==> config.mk <==
export PLATFORM = sky130hd
export DESIGN_NAME = byte_word_merger
export DESIGN_NICKNAME = d
export VERILOG_FILES = /design/src/rtl/merge_pkg.sv /design/src/rtl/lane_planner.sv /design/src/rtl/word_assembler.sv /design/src/rtl/merge_ctrl.sv /design/src/rtl/byte_word_merger.sv
export SDC_FILE = /design/constraint.sdc
export NUM_CORES = 1
export LEC_CHECK = 0
export BUFFER_PORTS_ARGS = -buffer_cell sky130_fd_sc_hd__clkbuf_2
export CAP_MARGIN = 5
export CELL_PAD_IN_SITES_DETAIL_PLACEMENT = 1
export CELL_PAD_IN_SITES_GLOBAL_PLACEMENT = 1
export CORE_MARGIN = 4
export CORE_UTILIZATION = 37
export CTS_CLUSTER_DIAMETER = 200
export DETAILED_ROUTE_END_ITERATION = 6
export PLACE_DENSITY_LB_ADDON = 0.1
export RECOVER_POWER = 50
export SYNTH_ARGS = -nofsm -noshare
export SYNTH_HDL_FRONTEND = slang
export SYNTH_SLANG_ARGS = --single-unit
export TNS_END_PERCENT = 50
==> constraint.sdc <==
create_clock -name clk -period 3.3 [get_ports clk]
set_clock_uncertainty 0.15 [all_clocks]
set_input_delay 0.165 -clock clk [delete_from_list [all_inputs] [get_ports clk]]
set_output_delay 0.165 -clock clk [all_outputs]
set_load 0.005 [all_outputs]
==> src/rtl/merge_pkg.sv <==
package merge_pkg;

  typedef enum logic [2:0] {
    ST_IDLE,
    ST_PLAN,
    ST_RD_REQ,
    ST_RD_WAIT,
    ST_FILL,
    ST_PGM,
    ST_PGM_WAIT,
    ST_FINISH
  } merge_state_t;

  localparam int unsigned CODE_NO_VENDOR = 1;

endpackage

==> src/rtl/lane_planner.sv <==
module lane_planner #(
  parameter int WORD_BYTES = 4,
  parameter int CNT_W      = 12,
  localparam int LANE_W    = $clog2(WORD_BYTES)
) (
  input  logic              first_word,
  input  logic [LANE_W-1:0] start_off,
  input  logic [CNT_W-1:0]  remaining,
  output logic [LANE_W-1:0] offset,
  output logic              partial,
  output logic [CNT_W-1:0]  span,
  output logic [WORD_BYTES-1:0] take_src
);

  assign offset  = first_word ? start_off : '0;
  assign span    = CNT_W'(WORD_BYTES) - CNT_W'(offset);
  assign partial = (offset != '0) || (remaining < CNT_W'(WORD_BYTES));

  for (genvar i = 0; i < WORD_BYTES; i++) begin : g_lane
    logic [CNT_W:0] rel;
    assign rel = (CNT_W+1)'(i) - (CNT_W+1)'(offset);
    assign take_src[i] = (LANE_W'(i) >= offset) && (rel < {1'b0, remaining});
  end

endmodule

==> src/rtl/word_assembler.sv <==
module word_assembler #(
  parameter int WORD_BYTES = 4,
  localparam int WORD_W    = WORD_BYTES * 8,
  localparam int LANE_W    = $clog2(WORD_BYTES)
) (
  input  logic                  clk,
  input  logic                  rst_n,
  input  logic                  fill_active,
  input  logic                  capture_old,
  input  logic [WORD_W-1:0]     old_in,
  input  logic [WORD_BYTES-1:0] take_src,
  input  logic                  src_valid,
  output logic                  src_ready,
  input  logic [7:0]            src_byte,
  output logic [WORD_W-1:0]     word,
  output logic                  fill_last
);

  localparam logic [LANE_W-1:0] LAST_LANE = LANE_W'(WORD_BYTES - 1);

  logic [WORD_W-1:0] old_q;
  logic [WORD_W-1:0] word_q;
  logic [LANE_W-1:0] lane_q;
  logic [7:0]        old_lane [WORD_BYTES];
  logic              use_src;
  logic              step;
  logic [7:0]        new_byte;

  for (genvar i = 0; i < WORD_BYTES; i++) begin : g_unpack
    assign old_lane[i] = old_q[(WORD_BYTES-1-i)*8 +: 8];
  end

  always_comb begin
    use_src   = take_src[lane_q];
    src_ready = fill_active && use_src;
    step      = fill_active && (!use_src || src_valid);
    new_byte  = use_src ? src_byte : old_lane[lane_q];
    fill_last = step && (lane_q == LAST_LANE);
  end

  always_ff @(posedge clk or negedge rst_n) begin
    if (!rst_n) begin
      old_q  <= '0;
      word_q <= '0;
      lane_q <= '0;
    end else begin
      if (capture_old) old_q <= old_in;
      if (!fill_active) begin
        lane_q <= '0;
      end else if (step) begin
        lane_q <= lane_q + 1'b1;
        word_q <= {word_q[WORD_W-9:0], new_byte};
      end
    end
  end

  assign word = word_q;

  AST_NO_SHIFT_WITHOUT_BYTE: assert property (@(posedge clk) disable iff (!rst_n)
    (src_ready && !src_valid) |=> $stable(word_q));

endmodule

==> src/rtl/merge_ctrl.sv <==
module merge_ctrl
  import merge_pkg::*;
#(
  parameter int WORD_BYTES = 4,
  parameter int ADDR_W     = 16,
  parameter int CNT_W      = 12,
  parameter int RES_W      = 4,
  localparam int LANE_W    = $clog2(WORD_BYTES)
) (
  input  logic              clk,
  input  logic              rst_n,
  input  logic              vendor_ok,
  input  logic              req_valid,
  output logic              req_ready,
  input  logic [ADDR_W-1:0] req_addr,
  input  logic [CNT_W-1:0]  req_count,
  input  logic              partial,
  input  logic [CNT_W-1:0]  span,
  output logic              first_word,
  output logic [LANE_W-1:0] start_off,
  output logic [CNT_W-1:0]  remaining,
  output logic              fill_active,
  input  logic              fill_last,
  output logic              capture_old,
  output logic              rd_req,
  output logic [ADDR_W-1:0] rd_addr,
  input  logic              rd_valid,
  output logic              pgm_valid,
  input  logic              pgm_ready,
  output logic [ADDR_W-1:0] pgm_addr,
  input  logic              pgm_done,
  input  logic [RES_W-1:0]  pgm_result,
  output logic              done,
  output logic [RES_W-1:0]  result
);

  localparam logic [ADDR_W-1:0] LOW_MASK = ADDR_W'(WORD_BYTES - 1);

  merge_state_t      st_q, st_d;
  logic [ADDR_W-1:0] addr_q;
  logic [LANE_W-1:0] off_q;
  logic [CNT_W-1:0]  rem_q;
  logic              first_q;
  logic [RES_W-1:0]  res_q;
  logic              accept;
  logic              last_word;

  assign accept    = (st_q == ST_IDLE) && req_valid;
  assign last_word = (rem_q <= span);

  always_comb begin
    st_d = st_q;
    unique case (st_q)
      ST_IDLE: if (req_valid) begin
        if (!vendor_ok || req_count == '0) st_d = ST_FINISH;
        else                               st_d = ST_PLAN;
      end
      ST_PLAN:     st_d = partial ? ST_RD_REQ : ST_FILL;
      ST_RD_REQ:   st_d = ST_RD_WAIT;
      ST_RD_WAIT:  if (rd_valid) st_d = ST_FILL;
      ST_FILL:     if (fill_last) st_d = ST_PGM;
      ST_PGM:      if (pgm_ready) st_d = ST_PGM_WAIT;
      ST_PGM_WAIT: if (pgm_done) begin
        if (pgm_result != '0 || last_word) st_d = ST_FINISH;
        else                               st_d = ST_PLAN;
      end
      ST_FINISH:   st_d = ST_IDLE;
      default:     st_d = ST_IDLE;
    endcase
  end

  always_ff @(posedge clk or negedge rst_n) begin
    if (!rst_n) begin
      st_q    <= ST_IDLE;
      addr_q  <= '0;
      off_q   <= '0;
      rem_q   <= '0;
      first_q <= 1'b0;
      res_q   <= '0;
    end else begin
      st_q <= st_d;
      if (accept) begin
        addr_q  <= req_addr & ~LOW_MASK;
        off_q   <= LANE_W'(req_addr & LOW_MASK);
        rem_q   <= req_count;
        first_q <= 1'b1;
        res_q   <= vendor_ok ? '0 : RES_W'(CODE_NO_VENDOR);
      end else if (st_q == ST_PGM_WAIT && pgm_done) begin
        if (pgm_result != '0) begin
          res_q <= pgm_result;
        end else begin
          addr_q  <= addr_q + ADDR_W'(WORD_BYTES);
          rem_q   <= last_word ? '0 : rem_q - span;
          first_q <= 1'b0;
        end
      end
    end
  end

  assign req_ready   = (st_q == ST_IDLE);
  assign first_word  = first_q;
  assign start_off   = off_q;
  assign remaining   = rem_q;
  assign fill_active = (st_q == ST_FILL);
  assign capture_old = (st_q == ST_RD_WAIT) && rd_valid;
  assign rd_req      = (st_q == ST_RD_REQ);
  assign rd_addr     = addr_q;
  assign pgm_valid   = (st_q == ST_PGM);
  assign pgm_addr    = addr_q;
  assign done        = (st_q == ST_FINISH);
  assign result      = res_q;

  AST_VENDOR_REJECT: assert property (@(posedge clk) disable iff (!rst_n)
    (req_valid && req_ready && !vendor_ok) |=> (done && result == RES_W'(CODE_NO_VENDOR)));
  AST_ADDR_ALIGNED: assert property (@(posedge clk) disable iff (!rst_n)
    (pgm_valid || rd_req) |-> ((pgm_addr & LOW_MASK) == '0));
  AST_READ_ONLY_PARTIAL: assert property (@(posedge clk) disable iff (!rst_n)
    rd_req |-> partial);
  AST_STOP_ON_FAIL: assert property (@(posedge clk) disable iff (!rst_n)
    (st_q == ST_PGM_WAIT && pgm_done && pgm_result != '0) |=> (done && result == $past(pgm_result)));
  AST_DONE_PULSE: assert property (@(posedge clk) disable iff (!rst_n)
    done |=> (!done && req_ready));

endmodule

==> src/rtl/byte_word_merger.sv <==
module byte_word_merger #(
  parameter int WORD_BYTES = 4,
  parameter int ADDR_W     = 16,
  parameter int CNT_W      = 12,
  parameter int RES_W      = 4,
  localparam int WORD_W    = WORD_BYTES * 8,
  localparam int LANE_W    = $clog2(WORD_BYTES)
) (
  input  logic              clk,
  input  logic              rst_n,
  input  logic              vendor_ok,
  input  logic              req_valid,
  output logic              req_ready,
  input  logic [ADDR_W-1:0] req_addr,
  input  logic [CNT_W-1:0]  req_count,
  input  logic              src_valid,
  output logic              src_ready,
  input  logic [7:0]        src_byte,
  output logic              rd_req,
  output logic [ADDR_W-1:0] rd_addr,
  input  logic              rd_valid,
  input  logic [WORD_W-1:0] rd_data,
  output logic              pgm_valid,
  input  logic              pgm_ready,
  output logic [ADDR_W-1:0] pgm_addr,
  output logic [WORD_W-1:0] pgm_data,
  input  logic              pgm_done,
  input  logic [RES_W-1:0]  pgm_result,
  output logic              done,
  output logic [RES_W-1:0]  result
);

  logic                  first_word;
  logic [LANE_W-1:0]     start_off;
  logic [CNT_W-1:0]      remaining;
  logic [LANE_W-1:0]     offset;
  logic                  partial;
  logic [CNT_W-1:0]      span;
  logic [WORD_BYTES-1:0] take_src;
  logic                  fill_active;
  logic                  fill_last;
  logic                  capture_old;

  lane_planner #(.WORD_BYTES(WORD_BYTES), .CNT_W(CNT_W)) u_plan (
    .first_word (first_word),
    .start_off  (start_off),
    .remaining  (remaining),
    .offset     (offset),
    .partial    (partial),
    .span       (span),
    .take_src   (take_src)
  );

  word_assembler #(.WORD_BYTES(WORD_BYTES)) u_asm (
    .clk         (clk),
    .rst_n       (rst_n),
    .fill_active (fill_active),
    .capture_old (capture_old),
    .old_in      (rd_data),
    .take_src    (take_src),
    .src_valid   (src_valid),
    .src_ready   (src_ready),
    .src_byte    (src_byte),
    .word        (pgm_data),
    .fill_last   (fill_last)
  );

  merge_ctrl #(
    .WORD_BYTES (WORD_BYTES),
    .ADDR_W     (ADDR_W),
    .CNT_W      (CNT_W),
    .RES_W      (RES_W)
  ) u_ctrl (
    .clk         (clk),
    .rst_n       (rst_n),
    .vendor_ok   (vendor_ok),
    .req_valid   (req_valid),
    .req_ready   (req_ready),
    .req_addr    (req_addr),
    .req_count   (req_count),
    .partial     (partial),
    .span        (span),
    .first_word  (first_word),
    .start_off   (start_off),
    .remaining   (remaining),
    .fill_active (fill_active),
    .fill_last   (fill_last),
    .capture_old (capture_old),
    .rd_req      (rd_req),
    .rd_addr     (rd_addr),
    .rd_valid    (rd_valid),
    .pgm_valid   (pgm_valid),
    .pgm_ready   (pgm_ready),
    .pgm_addr    (pgm_addr),
    .pgm_done    (pgm_done),
    .pgm_result  (pgm_result),
    .done        (done),
    .result      (result)
  );

  AST_PGM_HOLD: assert property (@(posedge clk) disable iff (!rst_n)
    (pgm_valid && !pgm_ready) |=> (pgm_valid && $stable(pgm_addr) && $stable(pgm_data)));

endmodule

==> impl_results.md <==
* Status: finished, violations left
* Failing checks: max-capacitance violations, max-slew violations, negative setup slack
* Final Slew Violations at 84
* DR vias/cell at between 5 and 6
* Worst Tran Pin Value at 2.14 ns
* Crit-path cells: or4_4 > or4_4 > o311a_4 > or4_4 > and3_4 > clkbuf_2
* Startpoint Class: flip-flop
* Most frequent CP cell: or4_4
* Via count at 4,787
* Rel. slew slack at -0.427
* DR pass1 iterations at 4
* Sequential Power Share at 0.334
* Final Hold Vio Count at 0
* Worst hold start: src_valid
* #FFs+latches synth at around 100
* CORE AREA at ~0.015 mm^2
* WL per Instance at between 15 and 20 um
* FF-to-FF setup slack at 0 ns
* Register area share after synthesis at 0.462
* Max rail drop VDD at 388 uV
* CTS Sinks at 102
* Worst Path Required at between 2 and 3 ns
* Nets at 838
* Number of synthesized flops with an enable pin at 0
* First-pass GRT wire length at 26,800 um
* DP HPWL at around 11,000 um
* Die area at between 0.015 and 0.02 mm^2
* DRT Wirelength at 16,600 um
* DR DRC count at 0
* Synth Instances at 514
* Synth Flop Type: dfrtp_1
* Die span in y at 130 um
* Most frequent cells in the layout: clkbuf_2 (106), dfrtp_1 (102), dlygate4sd3_1 (74), nand2_1 (56)
* Cell Int Power at 4.26 mW
* Total gr overflow at 0
* Setup TNS Final at -0.0288 ns
* Row cnt at 44
* Synth Warn # at 0
* Sw Share at 0.394
* CP Capture Type: primary output
* RSZ-0062 raised after global routing: yes
* Min Hold Slack at 0.0582 ns
* Crit-path max cell delay at 0.56 ns
* Worst Hold Class: in -> reg
* Setup ws final at -0.0238 ns
* Clock root buffer: clkbuf_16
* Setup violators final at 3
* Maximum number of pins on one net before global-route repair at between 80 and 90
* Combinational share of power at 0.518
* Syn_area_per_cell at about 11 um^2
* Share of cells above drive strength 1 at 0.318
* Mapped Area at 0.00553 mm^2
* Final GP Congestion at between 0.8 and 0.9
* Crit path kind: reg -> out
* Final period util at 1.01
* Worst-path clk slew at 0.07 ns
* Reg2reg end: u_asm.word[19]
* Max-cap violations at 1
* Crit Path Max Fanout at 3
* Clock network power share at 0.147
* Inserted Diodes at 0
* Area Growth Syn to Fin at 37.0%
* Clock latency on the worst-skew pair at 0.35 ns
* CTS H-tree lvls at 3
* CTS Buf Count at 9
* Synth unique cells at 60
* DRT iter0 DRCs at 179
* CP max-delay cell: or4_4
* End of the worst hold path: u_asm.lane_q[1]
* Leading cell type in the layout, fill and taps excluded: clkbuf_2
* # port buffers at approximately 150
* All-layer global routing usage at 0.200
* Leakage at 3.51 nW
* Antenna viol nets, final at 0
* CTS max path bufs at 2
* Reg2reg path depth at 8
* Initial antenna violation count at 0
* Initial core utilization at 0.379
* Crit path DAT at about 3.0 ns
* Async S/R FF share, synth at 1.00
* TritonCTS clock tree: built
* Hold path cells at 3
* Switch Pwr at 2.78 mW
* Setup WS pre-CTS at around 0.06 ns
* Worst reg2reg startpoint: u_ctrl.remaining[7]
* Final min period at roughly 3.3 ns
* Max frequency at 301 MHz
* Die Wd at about 130 um
* Cell area power density at a little over 900 mW/mm^2
* Vias in the first global route at 5,282
* Num ports at 153
==> final cells by class <==
type,instances,area (um^2)
clock buffers,9,225
clock inverters,7,65.1
fillers,1616,7010
inverters,18,67.6
multi-input cells,355,2760
flip-flops and latches,102,2550
well taps,184,230
repair buffers,249,1670
==> Yosys cell counts, types with 4 or more instances <==
cell	n	area share
dfrtp_1	102	0.46
mux2_2	56	0.11
nand2_1	56	0.038
o21ai_0	29	0.026
nor2_1	27	0.018
a21oi_1	26	0.024
ha_1	22	0.050
buf_4	21	0.029
inv_1	18	0.012
clkbuf_1	16	0.011
nor3_1	13	0.012
a221o_1	12	0.022
nor4_1	9	0.010
mux4_2	8	0.033
nand4_1	8	0.0091
nand3_1	7	0.0063
xor2_1	6	0.0095
xnor2_1	5	0.0079
a31oi_1	4	0.0045
and3_1	4	0.0045
nor2b_1	4	0.0045
o211ai_1	4	0.0054
==> critical path: cells and delay by family, from the launching register on <==
| family | cells | cell delay (ns) |
|---|---|---|
| compound gates | 1 | 0.38 |
| buf+inv | 1 | 0.10 |
| flops | 1 | 0.38 |
| simple gates | 4 | 1.80 |
==> what timing repair did <==
action	CTS	global route
endpoints found under the hold margin	154	0
pin swaps	2	6
setup buffers	4	4
setup endpoints to repair	1	33
hold buffers	74	0
gates cloned	0	1
gates resized for setup	5	22
==> routing by layer <==
layer  vias up  share of wire  global-route usage
li1       2279              -                   -
met1      2388           0.41               0.239
met2        99           0.52               0.361
met3        21          0.048              0.0483
met4         0          0.016              0.0532
met5         -              0                   0
==> logic make-up (layout without fill, tap and decap cells) <==
group / Yosys count / after routing / synth area share
flip-flops: 102 / 102 / 0.462
other: 1 / 4 / 0.000678
adder cells (fa/ha/maj): 23 / 23 / 0.0534
multiplexers: 66 / 66 / 0.150
AND/OR/NAND/NOR: 154 / 154 / 0.140
AO/OA/AOI/OAI: 97 / 97 / 0.117
buffers and inverters: 60 / 283 / 0.0595
XOR/XNOR: 11 / 11 / 0.0174
==> worst max-delay path by stage <==
stage | start | to | slack (ns)
after floorplan | u_ctrl.remaining[8] | u_asm.word[24] | 0.09
after global routing | u_ctrl.remaining[7] | src_ready | -0.10
after CTS | u_ctrl.remaining[10] | src_ready | -0.07
after global placement | u_ctrl.remaining[8] | u_asm.word[24] | 0.17
final | u_ctrl.remaining[7] | src_ready | -0.02
after detailed placement | u_ctrl.first_word | u_asm.word[31] | 0.06
==> sequential cells by signal, indices dropped and copies added (netlist names) <==
register	cells
u_ctrl.remaining	12
u_asm.old_lane	32
u_ctrl.st_q	3
u_ctrl.start_off	2
u_ctrl.result	4
u_ctrl.first_word	1
u_asm.word	32
u_ctrl.pgm_addr	14
u_asm.lane_q	2
==> stage by stage <==
| step | instance area, um^2 | cells | power [mW] | utilization |
|---|---|---|---|---|
| after global placement | 6430 | 826 | 5.46 | 0.441 |
| after floorplan | 5540 | 517 | 4.52 | - |
| final | 7580 | 924 | 7.04 | 0.519 |
| after global routing | 7580 | 924 | 7.61 | 0.519 |
| after detailed placement | 6430 | 826 | 5.64 | 0.441 |
| after CTS | 7500 | 920 | 6.91 | 0.514 |
==> power by group through the flow <==
stage          sequential, mW  combinational (mW)  clock [mW]
6_report                 2.35                3.65        1.04
3_5_place_dp             2.36                3.28           0
4_1_cts                  2.34                3.49        1.08
5_1_grt                  2.44                4.04        1.13
2_1_floorplan            2.22                2.29           0
3_3_place_gp             2.33                3.14           0
Note: power is estimated with default switching activity, not from simulation.
